`src/rtl/nseq_pkg.sv`:
```
package nseq_pkg;

   localparam logic [7:0] OP_READ0       = 8'h00;
   localparam logic [7:0] OP_READ1       = 8'h01;
   localparam logic [7:0] OP_RNDOUT      = 8'h05;
   localparam logic [7:0] OP_PAGEPROG    = 8'h10;
   localparam logic [7:0] OP_CACHEPROG   = 8'h15;
   localparam logic [7:0] OP_READSTART   = 8'h30;
   localparam logic [7:0] OP_READOOB     = 8'h50;
   localparam logic [7:0] OP_ERASE1      = 8'h60;
   localparam logic [7:0] OP_STATUS      = 8'h70;
   localparam logic [7:0] OP_SEQIN       = 8'h80;
   localparam logic [7:0] OP_READID      = 8'h90;
   localparam logic [7:0] OP_ERASE2      = 8'hD0;
   localparam logic [7:0] OP_RNDOUTSTART = 8'hE0;
   localparam logic [7:0] OP_PARAM       = 8'hEC;
   localparam logic [7:0] OP_GETFEAT     = 8'hEE;
   localparam logic [7:0] OP_SETFEAT     = 8'hEF;
   localparam logic [7:0] OP_RESET       = 8'hFF;

   // longest list: command, two column, three row, confirm, hold-off, status
   localparam int MAX_STEPS = 9;
   localparam int IDX_W     = $clog2(MAX_STEPS + 1);

   typedef enum logic [1:0] {
      ST_CMD      = 2'd0,
      ST_ADDR     = 2'd1,
      ST_DLY_CCS  = 2'd2,
      ST_DLY_CHIP = 2'd3
   } step_kind_e;

   typedef struct packed {
      step_kind_e kind;
      logic [7:0] val;
   } step_t;

   typedef enum logic [1:0] {
      HO_NONE  = 2'b00,
      HO_READY = 2'b01,
      HO_POLL  = 2'b10
   } handoff_e;

   function automatic logic addr8_only(input logic [7:0] op);
      return (op == OP_READID) || (op == OP_PARAM) ||
             (op == OP_GETFEAT) || (op == OP_SETFEAT);
   endfunction

   function automatic logic ends_unwaited(input logic [7:0] op);
      return (op == OP_CACHEPROG) || (op == OP_PAGEPROG) || (op == OP_ERASE1) ||
             (op == OP_ERASE2) || (op == OP_SEQIN) || (op == OP_STATUS) ||
             (op == OP_READID) || (op == OP_SETFEAT);
   endfunction

endpackage

```
`src/rtl/nseq_plan.sv`:
```
module nseq_plan
   import nseq_pkg::*;
#(
   parameter int COL_W   = 16,
   parameter int LP_PAGE = 2048,
   parameter int SP_PAGE = 512
) (
   input  logic [7:0]                 op_i,
   input  logic [COL_W-1:0]           col_i,
   input  logic                       has_col_i,
   input  logic [23:0]                row_i,
   input  logic                       has_row_i,
   input  logic                       large_i,
   input  logic                       bus16_i,
   input  logic                       row3_i,
   input  logic                       rb_i,
   output step_t [MAX_STEPS-1:0]      steps_o,
   output logic  [IDX_W-1:0]          count_o,
   output handoff_e                   hand_o
);

   logic [7:0]       op;
   logic [7:0]       ptr;
   logic [15:0]      cx;
   logic [15:0]      cs;
   logic [IDX_W-1:0] n;
   logic             narrow;

   always_comb begin
      steps_o = '0;
      hand_o  = HO_NONE;
      n       = '0;
      op      = op_i;
      ptr     = OP_READ0;
      cx      = 16'(col_i);
      // large page: spare read becomes READ0 past the data area
      if (large_i && op_i == OP_READOOB) begin
         cx = cx + 16'(LP_PAGE);
         op = OP_READ0;
      end
      // small page: pointer ahead of program data input
      if (!large_i && op_i == OP_SEQIN) begin
         if (cx >= 16'(SP_PAGE)) begin
            ptr = OP_READOOB;
            cx  = cx - 16'(SP_PAGE);
         end else if (cx < 16'd256) begin
            ptr = OP_READ0;
         end else begin
            ptr = OP_READ1;
            cx  = cx - 16'd256;
         end
         steps_o[n] = '{ST_CMD, ptr};
         n = n + 1'b1;
      end
      steps_o[n] = '{ST_CMD, op};
      n = n + 1'b1;
      narrow = addr8_only(op);
      cs = (bus16_i && !narrow) ? (cx >> 1) : cx;
      if (has_col_i) begin
         steps_o[n] = '{ST_ADDR, cs[7:0]};
         n = n + 1'b1;
         if (large_i && !narrow) begin
            steps_o[n] = '{ST_ADDR, cs[15:8]};
            n = n + 1'b1;
         end
      end
      if (has_row_i) begin
         steps_o[n] = '{ST_ADDR, row_i[7:0]};
         n = n + 1'b1;
         steps_o[n] = '{ST_ADDR, row_i[15:8]};
         n = n + 1'b1;
         if (row3_i) begin
            steps_o[n] = '{ST_ADDR, row_i[23:16]};
            n = n + 1'b1;
         end
      end
      // ending of the operation
      if (ends_unwaited(op)) begin
         hand_o = HO_NONE;
      end else if (op == OP_RESET) begin
         if (rb_i) begin
            hand_o = HO_READY;
         end else begin
            steps_o[n] = '{ST_DLY_CHIP, 8'h00};
            n = n + 1'b1;
            steps_o[n] = '{ST_CMD, OP_STATUS};
            n = n + 1'b1;
            hand_o = HO_POLL;
         end
      end else if (large_i && op == OP_RNDOUT) begin
         steps_o[n] = '{ST_CMD, OP_RNDOUTSTART};
         n = n + 1'b1;
         steps_o[n] = '{ST_DLY_CCS, 8'h00};
         n = n + 1'b1;
      end else if (op == OP_READ0 && !has_col_i && !has_row_i) begin
         hand_o = HO_NONE;
      end else begin
         if (large_i && op == OP_READ0) begin
            steps_o[n] = '{ST_CMD, OP_READSTART};
            n = n + 1'b1;
         end
         if (rb_i) begin
            hand_o = HO_READY;
         end else begin
            steps_o[n] = '{ST_DLY_CHIP, 8'h00};
            n = n + 1'b1;
         end
      end
      count_o = n;
   end

endmodule

```
`src/rtl/nseq_step.sv`:
```
module nseq_step
   import nseq_pkg::*;
#(
   parameter int IO_W     = 16,
   parameter int T_SU     = 2,
   parameter int T_WP     = 2,
   parameter int T_H      = 2,
   parameter int CCS_CYC  = 25,
   parameter int CHIP_CYC = 40
) (
   input  logic            clk,
   input  logic            rst_n,
   input  logic            active_i,
   input  step_t           step_i,
   output logic            fin_o,
   output logic            cle_o,
   output logic            ale_o,
   output logic            we_n_o,
   output logic            oe_o,
   output logic [IO_W-1:0] io_o
);

   localparam int BUS_LEN = T_SU + T_WP + T_H;
   localparam int LEN_A   = (BUS_LEN > CCS_CYC) ? BUS_LEN : CCS_CYC;
   localparam int MAX_LEN = (LEN_A > CHIP_CYC) ? LEN_A : CHIP_CYC;
   localparam int CW      = $clog2(MAX_LEN + 1);

   logic [CW-1:0] cnt;
   logic [CW-1:0] last;
   logic          is_bus;

   always_comb begin
      case (step_i.kind)
         ST_DLY_CCS:  last = CW'(CCS_CYC - 1);
         ST_DLY_CHIP: last = CW'(CHIP_CYC - 1);
         default:     last = CW'(BUS_LEN - 1);
      endcase
   end

   assign fin_o = active_i && (cnt == last);

   always_ff @(posedge clk or negedge rst_n) begin
      if (!rst_n)                 cnt <= '0;
      else if (!active_i || fin_o) cnt <= '0;
      else                         cnt <= cnt + 1'b1;
   end

   assign is_bus = active_i && (step_i.kind == ST_CMD || step_i.kind == ST_ADDR);
   assign cle_o  = active_i && (step_i.kind == ST_CMD);
   assign ale_o  = active_i && (step_i.kind == ST_ADDR);
   assign oe_o   = is_bus;
   assign we_n_o = !(is_bus && cnt >= CW'(T_SU) && cnt < CW'(T_SU + T_WP));
   assign io_o   = is_bus ? IO_W'(step_i.val) : '0;

endmodule

```
`src/rtl/nand_cmd_seq.sv`:
```
module nand_cmd_seq
   import nseq_pkg::*;
#(
   parameter int IO_W         = 16,
   parameter int COL_W        = 16,
   parameter int LP_PAGE      = 2048,
   parameter int SP_PAGE      = 512,
   parameter int CLK_NS       = 20,
   parameter int TCCS_NS      = 0,
   parameter int CHIP_DLY_CYC = 40,
   parameter int T_SU         = 2,
   parameter int T_WP         = 2,
   parameter int T_H          = 2,
   parameter bit OUT_REG      = 1'b1
) (
   input  logic             clk,
   input  logic             rst_n,
   input  logic             cfg_bus16,
   input  logic             cfg_row3,
   input  logic             cfg_rb_present,
   input  logic             req_valid,
   input  logic             req_large_page,
   input  logic [7:0]       req_op,
   input  logic             req_has_col,
   input  logic [COL_W-1:0] req_col,
   input  logic             req_has_row,
   input  logic [23:0]      req_row,
   output logic             busy,
   output logic             nand_ce_n,
   output logic             nand_cle,
   output logic             nand_ale,
   output logic             nand_we_n,
   output logic [IO_W-1:0]  nand_io,
   output logic             nand_io_oe,
   output logic             hand_valid,
   output logic [1:0]       hand_kind
);

   localparam int CCS_NS  = (TCCS_NS == 0) ? 500 : TCCS_NS;
   localparam int CCS_CYC = (CCS_NS + CLK_NS - 1) / CLK_NS;

   if (IO_W != 8 && IO_W != 16) begin : g_bad_io
      $error("IO_W must be 8 or 16");
   end
   if (COL_W > 16 || (1 << COL_W) <= 2 * LP_PAGE) begin : g_bad_col
      $error("COL_W must hold twice the large page size and be at most 16");
   end
   if (T_SU < 1 || T_WP < 1 || T_H < 1 || CHIP_DLY_CYC < 1) begin : g_bad_tim
      $error("timing counts must be at least one clock");
   end

   typedef enum logic [1:0] {S_IDLE, S_RUN, S_DONE} state_e;

   state_e                  state;
   step_t [MAX_STEPS-1:0]   plan_steps, steps_q;
   logic  [IDX_W-1:0]       plan_cnt, last_q, idx;
   handoff_e                plan_hand, hand_q;
   logic                    accept, fin, bus16;
   logic                    c_cle, c_ale, c_we_n, c_oe;
   logic [IO_W-1:0]         c_io;

   assign bus16  = (IO_W == 16) && cfg_bus16;
   assign accept = req_valid && (state == S_IDLE);

   nseq_plan #(.COL_W(COL_W), .LP_PAGE(LP_PAGE), .SP_PAGE(SP_PAGE)) u_plan (
      .op_i(req_op), .col_i(req_col), .has_col_i(req_has_col),
      .row_i(req_row), .has_row_i(req_has_row), .large_i(req_large_page),
      .bus16_i(bus16), .row3_i(cfg_row3), .rb_i(cfg_rb_present),
      .steps_o(plan_steps), .count_o(plan_cnt), .hand_o(plan_hand)
   );

   always_ff @(posedge clk or negedge rst_n) begin
      if (!rst_n) begin
         state   <= S_IDLE;
         steps_q <= '0;
         last_q  <= '0;
         idx     <= '0;
         hand_q  <= HO_NONE;
      end else begin
         case (state)
            S_IDLE: if (accept) begin
               steps_q <= plan_steps;
               last_q  <= plan_cnt - 1'b1;
               hand_q  <= plan_hand;
               idx     <= '0;
               state   <= S_RUN;
            end
            S_RUN: if (fin) begin
               if (idx == last_q) state <= S_DONE;
               else               idx   <= idx + 1'b1;
            end
            default: state <= S_IDLE;
         endcase
      end
   end

   nseq_step #(.IO_W(IO_W), .T_SU(T_SU), .T_WP(T_WP), .T_H(T_H),
               .CCS_CYC(CCS_CYC), .CHIP_CYC(CHIP_DLY_CYC)) u_step (
      .clk(clk), .rst_n(rst_n), .active_i(state == S_RUN),
      .step_i(steps_q[idx]), .fin_o(fin),
      .cle_o(c_cle), .ale_o(c_ale), .we_n_o(c_we_n), .oe_o(c_oe), .io_o(c_io)
   );

   assign busy       = (state != S_IDLE);
   assign nand_ce_n  = !busy;
   assign hand_valid = (state == S_DONE) && (hand_q != HO_NONE);
   assign hand_kind  = (state == S_DONE) ? hand_q : HO_NONE;

   if (OUT_REG) begin : g_pin_reg
      always_ff @(posedge clk or negedge rst_n) begin
         if (!rst_n) begin
            nand_cle   <= 1'b0;
            nand_ale   <= 1'b0;
            nand_we_n  <= 1'b1;
            nand_io_oe <= 1'b0;
            nand_io    <= '0;
         end else begin
            nand_cle   <= c_cle;
            nand_ale   <= c_ale;
            nand_we_n  <= c_we_n;
            nand_io_oe <= c_oe;
            nand_io    <= c_io;
         end
      end
   end else begin : g_pin_comb
      assign nand_cle   = c_cle;
      assign nand_ale   = c_ale;
      assign nand_we_n  = c_we_n;
      assign nand_io_oe = c_oe;
      assign nand_io    = c_io;
   end

endmodule

```
`config.mk`:
```
export PLATFORM = sky130hd
export DESIGN_NAME = nand_cmd_seq
export DESIGN_NICKNAME = d
export VERILOG_FILES = /design/src/rtl/nseq_pkg.sv /design/src/rtl/nseq_plan.sv /design/src/rtl/nseq_step.sv /design/src/rtl/nand_cmd_seq.sv
export SDC_FILE = /design/constraint.sdc
export NUM_CORES = 1
export LEC_CHECK = 0
export ABC_AREA = 1
export BUFFER_PORTS_ARGS = -buffer_cell sky130_fd_sc_hd__buf_2
export CAP_MARGIN = 40
export CORE_MARGIN = 2
export CORE_UTILIZATION = 29
export DETAILED_ROUTE_END_ITERATION = 6
export HOLD_SLACK_MARGIN = 0.05
export MAX_ROUTING_LAYER = met4
export PLACE_DENSITY = 0.54
export SLEW_MARGIN = 15
export SYNTH_ARGS = -nofsm -noshare
export SYNTH_HDL_FRONTEND = slang
export SYNTH_SLANG_ARGS = --single-unit
```
`constraint.sdc`:
```
create_clock -name clk -period 3.9 [get_ports clk]
set_input_delay 0.975 -clock clk [delete_from_list [all_inputs] [get_ports clk]]
set_output_delay 0.975 -clock clk [all_outputs]
set_load 0.05 [all_outputs]
```
==> results of run 1 <==
## cell type report
| type | instances | area [um^2] | area share [%] |
|---|---|---|---|
| clock buffer | 23 | 467.9 | 2.733 |
| clock inverter | 9 | 122.6 | 0.7162 |
| inverter | 241 | 974.7 | 5.693 |
| multi-input combinational | 1473 | 8701 | 50.82 |
| sequential | 120 | 3004 | 17.55 |
| tap | 525 | 656.9 | 3.837 |
| timing repair buffer | 417 | 3193 | 18.65 |
## state kept, by name, indices dropped and copies added, names as in the netlist
name and flops:
nand_io 8, hand_q 2, nand_ale 1, steps_q 90
nand_cle 1, idx 4, nand_we_n 1, nand_io_oe 1
last_q 4, u_step.cnt 6, state 2
## cell usage in the layout, fill, tap and decap left out, types with 7 or more instances in the layout
cell type / instances
inv_4: 16
nand3_2: 38
a21oi_2: 21
nand4_1: 16
xor2_1: 10
inv_2: 39
o211ai_1: 45
o221ai_1: 20
dfrtp_1: 119
nor2_2: 21
nor2_4: 34
nand2_4: 40
o22ai_1: 14
a31oi_1: 7
ha_1: 16
inv_1: 178
nand3_1: 108
nor2_1: 150
nor3_1: 12
clkbuf_16: 17
conb_1: 8
buf_6: 38
o21ai_0: 141
o21ai_1: 53
o21ai_2: 29
nand2_2: 54
nand2_1: 435
buf_2: 65
nand3_4: 11
buf_4: 307
ha_4: 10
a21oi_1: 105
## final timing paths
path	end	cells after the start
min reg2reg	steps_q[27]	2
min	steps_q[27]	2
max	steps_q[36]	34
max in group asynchronous	nand_we_n	2
max reg2reg	idx[2]	14
min in group asynchronous	steps_q[71]	1
## repair_timing
item,4_1_cts,5_1_grt
gates resized for setup,81,316
endpoints found under the setup margin,93,93
pin swaps,42,102
hold buffers,0,0
setup buffers,30,27
## cell usage after synthesis, drive strengths merged
cell	count	area, um^2
a31oi	8	50.05
a22oi	5	37.54
o21ai	226	1131
nand3b	2	15.01
o2bb2ai	1	8.760
nand2	532	2057
a221oi	4	35.03
o21bai	3	26.27
clkinv	6	23.77
a22o	4	35.03
o32ai	1	8.760
buf	31	187.7
a31o	4	35.04
nand3	157	850.8
nor3	18	105.1
a311oi	2	17.52
xnor2	3	26.28
a211oi	1	7.510
xor2	10	87.58
o31ai	5	37.54
nor4	1	6.260
or2	6	37.54
nor2	205	847.1
dfstp	1	26.28
clkbuf	56	211.5
o21a	1	7.510
o221ai	20	175.2
nor3b	2	15.01
inv	235	884.6
dfrtp	119	2978
a32oi	7	61.31
ha	27	337.8
a21oi	128	648.1
nand4	17	112.6
o22ai	16	100.1
conb	1	3.750
o2111ai	1	8.760
a32o	2	20.02
o211ai	45	337.8
o41ai	1	8.760
## worst reg2reg max path: stages (launching register included)
cell and delay (ns):
dfrtp_1 0.77, inv_2 0.31, o21ai_0 0.24, nand3_1 0.15
nand3_1 0.11, o21ai_0 0.17, inv_1 0.13, nand2_1 0.06
nand2_1 0.05, a21oi_1 0.06, o21ai_1 0.16, o21ai_1 0.12
nor2_2 0.25, nand3_1 0.12, o21ai_1 0.09
## power by group through the flow
stage	Combinational [mW]	Clock, mW	Sequential [mW]
2_1_floorplan	0.474	0	1.27
3_3_place_gp	0.908	0	1.27
3_5_place_dp	0.913	0	1.27
4_1_cts	0.965	1.63	1.25
5_1_grt	1.20	1.69	1.25
6_report	1.12	1.61	1.25
## layer usage
layer	up-vias	track usage [%]
li1	7063	-
met4	0	9.265
met5	-	-
met2	656	41.80
met3	99	2.806
met1	7136	36.76
## per-stage QoR
step	utilization, %	area (um^2)
5_1_grt	43.19	17120
4_1_cts	40.03	15870
3_3_place_gp	37.12	14710
2_1_floorplan	-	11870
3_5_place_dp	37.16	14730
6_report	43.19	17120
## kinds of logic after synthesis
group,after synthesis
and+or+nand+nor,940
AOI/OAI and AO/OA,485
buffers and inverters,328
DFF,120
adders and majority gates,27
xor gates and xnor gates,13
other,1
==> reports/qor.csv, run 1 <==
stage;metric;value;unit
setup_path;reg2reg_slack;1.02;ns
sta;min_period;4.047;ns
global_route;grt_pass1_vias;14030;
yosys;synth-seq-cells;120;
final_layout;final_layout_size_suffix_gt1_share;35.00;%
sta;final.setup_skew;0.007890;ns
status;violations;negative setup slack;
sta;setup_slack;-0.1475;ns
sta;rsz0062_at_grt;yes;
route;drt_iter0_drc;1588;
setup_path;crit_type;input port to flop;
route;wl_met2;25140;um
setup_path;slowest_stage;ha_4;
yosys;synth_fa_ha_area_share;2.909;%
route;firstDrtPassIters;6;
yosys;synth-xor-area-share;0.9806;%
setup_path;cp_num_buf_inv;8;
yosys;synth_top_family_by_area;simple AND/OR/NAND/NOR gates;
setup_path;path_delay_family;simple AND/OR/NAND/NOR gates;
yosys;synth_area;11610;um^2
yosys;synthCells;1914;
final_layout;layout.cells.non_filler;2808;
global_route;grt_pass1_wl;83570;um
yosys;yosysWarnings;0;
die;die_w;204.1;um
yosys;synth.area.mux_share;0;%
sta;post-route-period-util;103.8;%
route;avgViaCountPerCell;5.325;
route;wl_met1;24530;um
clock_tree;cts_root_buffer;clkbuf_16;
status;status;complete, but fails checks;
sta;slew_viol_final;0;
route;wl_met3;4198;um
sta;slew_headroom;34.74;%
placement;dp.cells;2721;
global_route;grt_max_degree;80;
final_layout;areaGrowthSynthToFinish;47.45;%
route;routed_wirelength;55770;um
die;die-area;41650;um^2
setup_path;required;4.21;ns
die;start_util;29.29;%
pwr;irDropWorstVdd;0.0001962;V
pwr;switchingPower;1.261;mW
global_route;grt_overflow_total;0;
route;drc_errors;0;
sta;setup-tns-final;-2.806;ns
setup_path;startpoint;req_op[5];
clock_tree;cts_made_buffers;17;
hold_path;worstHoldStart;steps_q[27];
pwr;leakagePower;8.535;nW
die;io-pin-count;82;
yosys;synth_compound_area_share;24.09;%
yosys;syn_area_per_cell;6.066;um^2
placement;place_ws;-0.8594;ns
yosys;synth-simple-area-share;34.85;%
hold_path;hold_path_class;flop to flop;
yosys;synth_seq_area_share;25.87;%
die;coreArea;39640;um^2
pwr;sequentialPowerShare;31.4;%
clock_tree;clk_pin_slew_worst_paths;0.05;ns
placement;gp_congestion;0.9873;
sta;worst_pin_slew;0.9778;ns
clock_tree;htree_levels;4;
sta;fmax;247.1;MHz
pwr;design_power_total;3.973;mW
clock_tree;cts_tree;yes;
setup_path;crit_fanout;3;
pwr;clkPwrFrac;40.4;%
clock_tree;ctsLongestPathBuffers;2;
final_layout;diodes;0;
die;die_y;204.1;um
setup_path;worstReg2RegStart;idx[0];
setup_path;crit_top_cell;nor2_4;
placement;dp_hpwl;42680;um
setup_path;endpoint_kind;flop;
global_route;antenna_found_initial;0;
sta;hold_viol;0;
final_layout;finalNetCount;2354;
clock_tree;worstSkewPairLatency;0.43;ns
yosys;ys_types;59;
route;ant_nets;0;
die;num_rows;73;
setup_path;worst_path_largest_cell_delay;0.24;ns
sta;hold_ws;0.4693;ns
setup_path;cp.arrival;4.35;ns
final_layout;fill_cells;4213;
route;top_layer_used;met4;
pwr;internal_power;2.712;mW
setup_path;critPathLaunchType;input port;
route;vias;14950;
pwr;p_comb_share;28.2;%
sta;setup_viol_count_final;45;
pwr;switching_share;31.74;%
run;maxCapViolations;0;
route;routedWlPerCell;19.86;um
clock_tree;cts_sinks;120;
placement;io_buffers;73;
pwr;power.density;232.0;nW/um^2
global_route;grt_use_total;27.03;%
Power figures use the tool's default switching activity.
==> run 2, diff against run 1 <==
==> constraint.sdc (replaced) <==
create_clock -name clk -period 4.1 [get_ports clk]
set_input_delay 1.025 -clock clk [delete_from_list [all_inputs] [get_ports clk]]
set_output_delay 1.025 -clock clk [all_outputs]
set_load 0.05 [all_outputs]
==> run 2 against run 1 <==
The flow now finishes without violations. Global-route usage down 0.099 points. Non-clock buffer count fell by 37. Worst setup slack gained 0.18 ns. Count of clock-buffer cells in the layout decreased by 3. Combinational power down 14%. Via count down 1.4%. Sequential power decreased by 6%.
==> reports/qor.csv, run 2 (synthesized netlist as in run 1, its figures left out) <==
stage;metric;value;unit;change
clock_tree;clk_pin_slew_worst_paths;0.06;ns;was 0.05 ns
sta;setup_viol_count_final;0;;was 45
die;num_rows;73;;unchanged
clock_tree;htree_levels;4;;unchanged
run;maxCapViolations;0;;unchanged
sta;final.setup_skew;0.01189;ns;was 0.007890 ns
final_layout;finalNetCount;2317;;was 2354
pwr;switching_share;31.58;%;was 31.74%
hold_path;hold_depth;2;;unchanged
sta;slew_viol_final;0;;unchanged
final_layout;fill_cells;4288;;was 4213
sta;min_period;4.066;ns;
sta;rsz0062_at_grt;yes;;unchanged
final_layout;diodes;0;;unchanged
clock_tree;cts_sinks;120;;unchanged
final_layout;final_cell_mix;nand2_1, buf_4, inv_1;;unchanged
setup_path;cp_num_buf_inv;6;;was 8
route;routed_wirelength;55060;um;was 55770 um
clock_tree;worstSkewPairLatency;0.43;ns;about the same
final_layout;mostFrequentLayoutCell;nand2_1;;unchanged
setup_path;reg2reg_slack;1.02;ns;about the same
hold_path;whs_endpoint;steps_q[35];;was steps_q[27]
pwr;power.density;234.7;nW/um^2;was 232.0 nW/um^2
setup_path;slowest_stage;ha_4;;unchanged
clock_tree;cts_tree;yes;;unchanged
setup_path;startpoint;req_op[5];;unchanged
global_route;antenna_found_initial;0;;unchanged
route;vias;14740;;was 14.95k
clock_tree;cts_hold_buf;0;;unchanged
final_layout;areaGrowthSynthToFinish;39.22;%;was 47.45%
route;firstDrtPassIters;5;;was 6
final_layout;top_regs;steps_q (90), nand_io (8), u_step.cnt (6);;unchanged
sta;slew_headroom;43.14;%;was 34.74%
pwr;internal_power;2.595;mW;was 2.712 mW
pwr;leakagePower;8.156;nW;was 8.535 nW
die;die-area;41650;um^2;unchanged
die;start_util;29.29;%;unchanged
pwr;irDropWorstVdd;0.0001879;V;was 0.0001962 V
placement;dp_hpwl;43140;um;was 42680 um
setup_path;reg2reg_depth;17;;was 14
die;die_w;204.1;um;unchanged
placement;io_buffers;73;;unchanged
setup_path;crit_fanout;5;;was 3
final_layout;largest_reg_flops;90;;unchanged
setup_path;path_delay_family;simple AND/OR/NAND/NOR gates;;unchanged
setup_path;endpoint_kind;flop;;unchanged
pwr;clkPwrFrac;43.3;%;was 40.4%
setup_path;critPathLaunchType;input port;;unchanged
pwr;sequentialPowerShare;31.2;%;was 31.4%
pwr;design_power_total;3.794;mW;was 3.973 mW
route;routedWlPerCell;19.87;um;was 19.86 um
setup_path;cp.arrival;4.43;ns;was 4.35 ns
clock_tree;cts_root_buffer;clkbuf_16;;unchanged
route;drc_errors;0;;unchanged
setup_path;worst_path_largest_cell_delay;0.28;ns;was 0.24 ns
setup_path;crit_top_cell;nor2_4;;unchanged
global_route;grt_overflow_total;0;;unchanged
route;drt_iter0_drc;1486;;was 1588
global_route;grt_pass1_vias;13770;;was 14.03k
clock_tree;cts_made_buffers;17;;unchanged
status;status;finished, final reports clean;;was complete, but fails checks
pwr;p_comb_share;25.5;%;was 28.2%
hold_path;hold_path_class;flop to flop;;unchanged
clock_tree;ctsLongestPathBuffers;2;;unchanged
sta;hold_ws;0.4793;ns;was 0.4693 ns
route;avgViaCountPerCell;5.320;;was 5.325
hold_path;worstHoldStart;steps_q[35];;was steps_q[27]
final_layout;top_register;steps_q;;unchanged
die;io-pin-count;82;;unchanged
setup_path;required;4.46;ns;was 4.21 ns
setup_path;r2r-end;idx[2];;unchanged
sta;worst_pin_slew;0.8520;ns;was 0.9778 ns
global_route;grt_use_total;26.93;%;was 27.03%
final_layout;final_layout_size_suffix_gt1_share;29.21;%;was 35.00%
sta;fmax;246.0;MHz;
die;die_y;204.1;um;unchanged
setup_path;worstReg2RegStart;idx[1];;was idx[0]
pwr;switchingPower;1.198;mW;was 1.261 mW
sta;setup-tns-final;0;ns;was -2.806 ns
route;ant_nets;0;;unchanged
sta;hold_viol;0;;unchanged
setup_path;crit_type;input port to flop;;unchanged
sta;post-route-period-util;99.17;%;
global_route;grt_pass1_wl;83020;um;was 83570 um
die;coreArea;39640;um^2;unchanged
global_route;grt_max_degree;71;;was 80
placement;gp_congestion;0.9903;;was 0.9873
## run 2: cell types whose count changed in the layout (fill, tap and decap cells not counted), moves of 16 or more
cell     delta
nand2_4    -17
nand3_2    -16
nand3_1    +19
inv_1      +17
nand2_1    +23
buf_6      -26
o21ai_2    -18
o21ai_0    +22
## run 2: final cells by class
cell class	instances	area, um^2	share of cell area [%]
multi-input cells	1473	8135	50.33
flip-flops and latches	120	3004	18.58
repair buffers	380	2798	17.31
inverters	241	942.2	5.828
well taps	525	656.9	4.063
clock buffers	20	456.7	2.825
clock inverters	12	172.7	1.068
## run 2: worst max-delay path by stage
stage	endpoint	slack, ns	depth (start not counted)
3_5_place_dp	steps_q[15]	-0.75	33
5_1_grt	steps_q[87]	-0.19	36
6_report	steps_q[55]	0.03	31
4_1_cts	steps_q[25]	-0.008	33
3_3_place_gp	steps_q[15]	-0.73	33
2_1_floorplan	steps_q[87]	-0.22	34
## run 2: metal layers
metal	up-vias	routed length (um)	global-route usage, %	part of all wire, %
li1	6980	-	-	-
met1	7055	24880	37.40	45
met2	624	24650	41.63	45
met3	84	3801	2.057	6.9
met4	0	1726	8.411	3.1
met5	-	0	-	0
## run 2: power by group through the flow
| stage | Clock, mW | Sequential [mW] | Combinational (mW) |
|---|---|---|---|
| finish | 1.64 | 1.18 | 0.967 |
| global route | 1.70 | 1.18 | 1.04 |
| CTS | 1.65 | 1.18 | 0.891 |
| detailed placement | 0 | 1.21 | 0.873 |
| global placement | 0 | 1.21 | 0.870 |
| floorplan | 0 | 1.21 | 0.451 |
## run 2: tightest hold or removal path: cells and delay by family (launching register included)
kind / cells / cell delay, ns
flip-flops: 1 / 0.34
AND/OR/NAND/NOR: 2 / 0.11
## run 2: stage by stage
step                      setup slack, ns  utilization, %  instance area [um^2]  instances
final                             0.03415           40.78                 16170       2771
after global routing              -0.1916           40.78                 16170       2771
after CTS                       -0.008232           39.15                 15520       2759
after detailed placement          -0.7537           37.19                 14740       2722
after global placement            -0.7315           37.17                 14730       2721
after floorplan                   -0.2188               -                 11870       1921
## run 2: repair_timing
action / in CTS / in global routing
pin swaps: 14 / 72
buffers inserted: 5 / 12
resized for setup: 36 / 151
setup endpoints to repair: 85 / 93
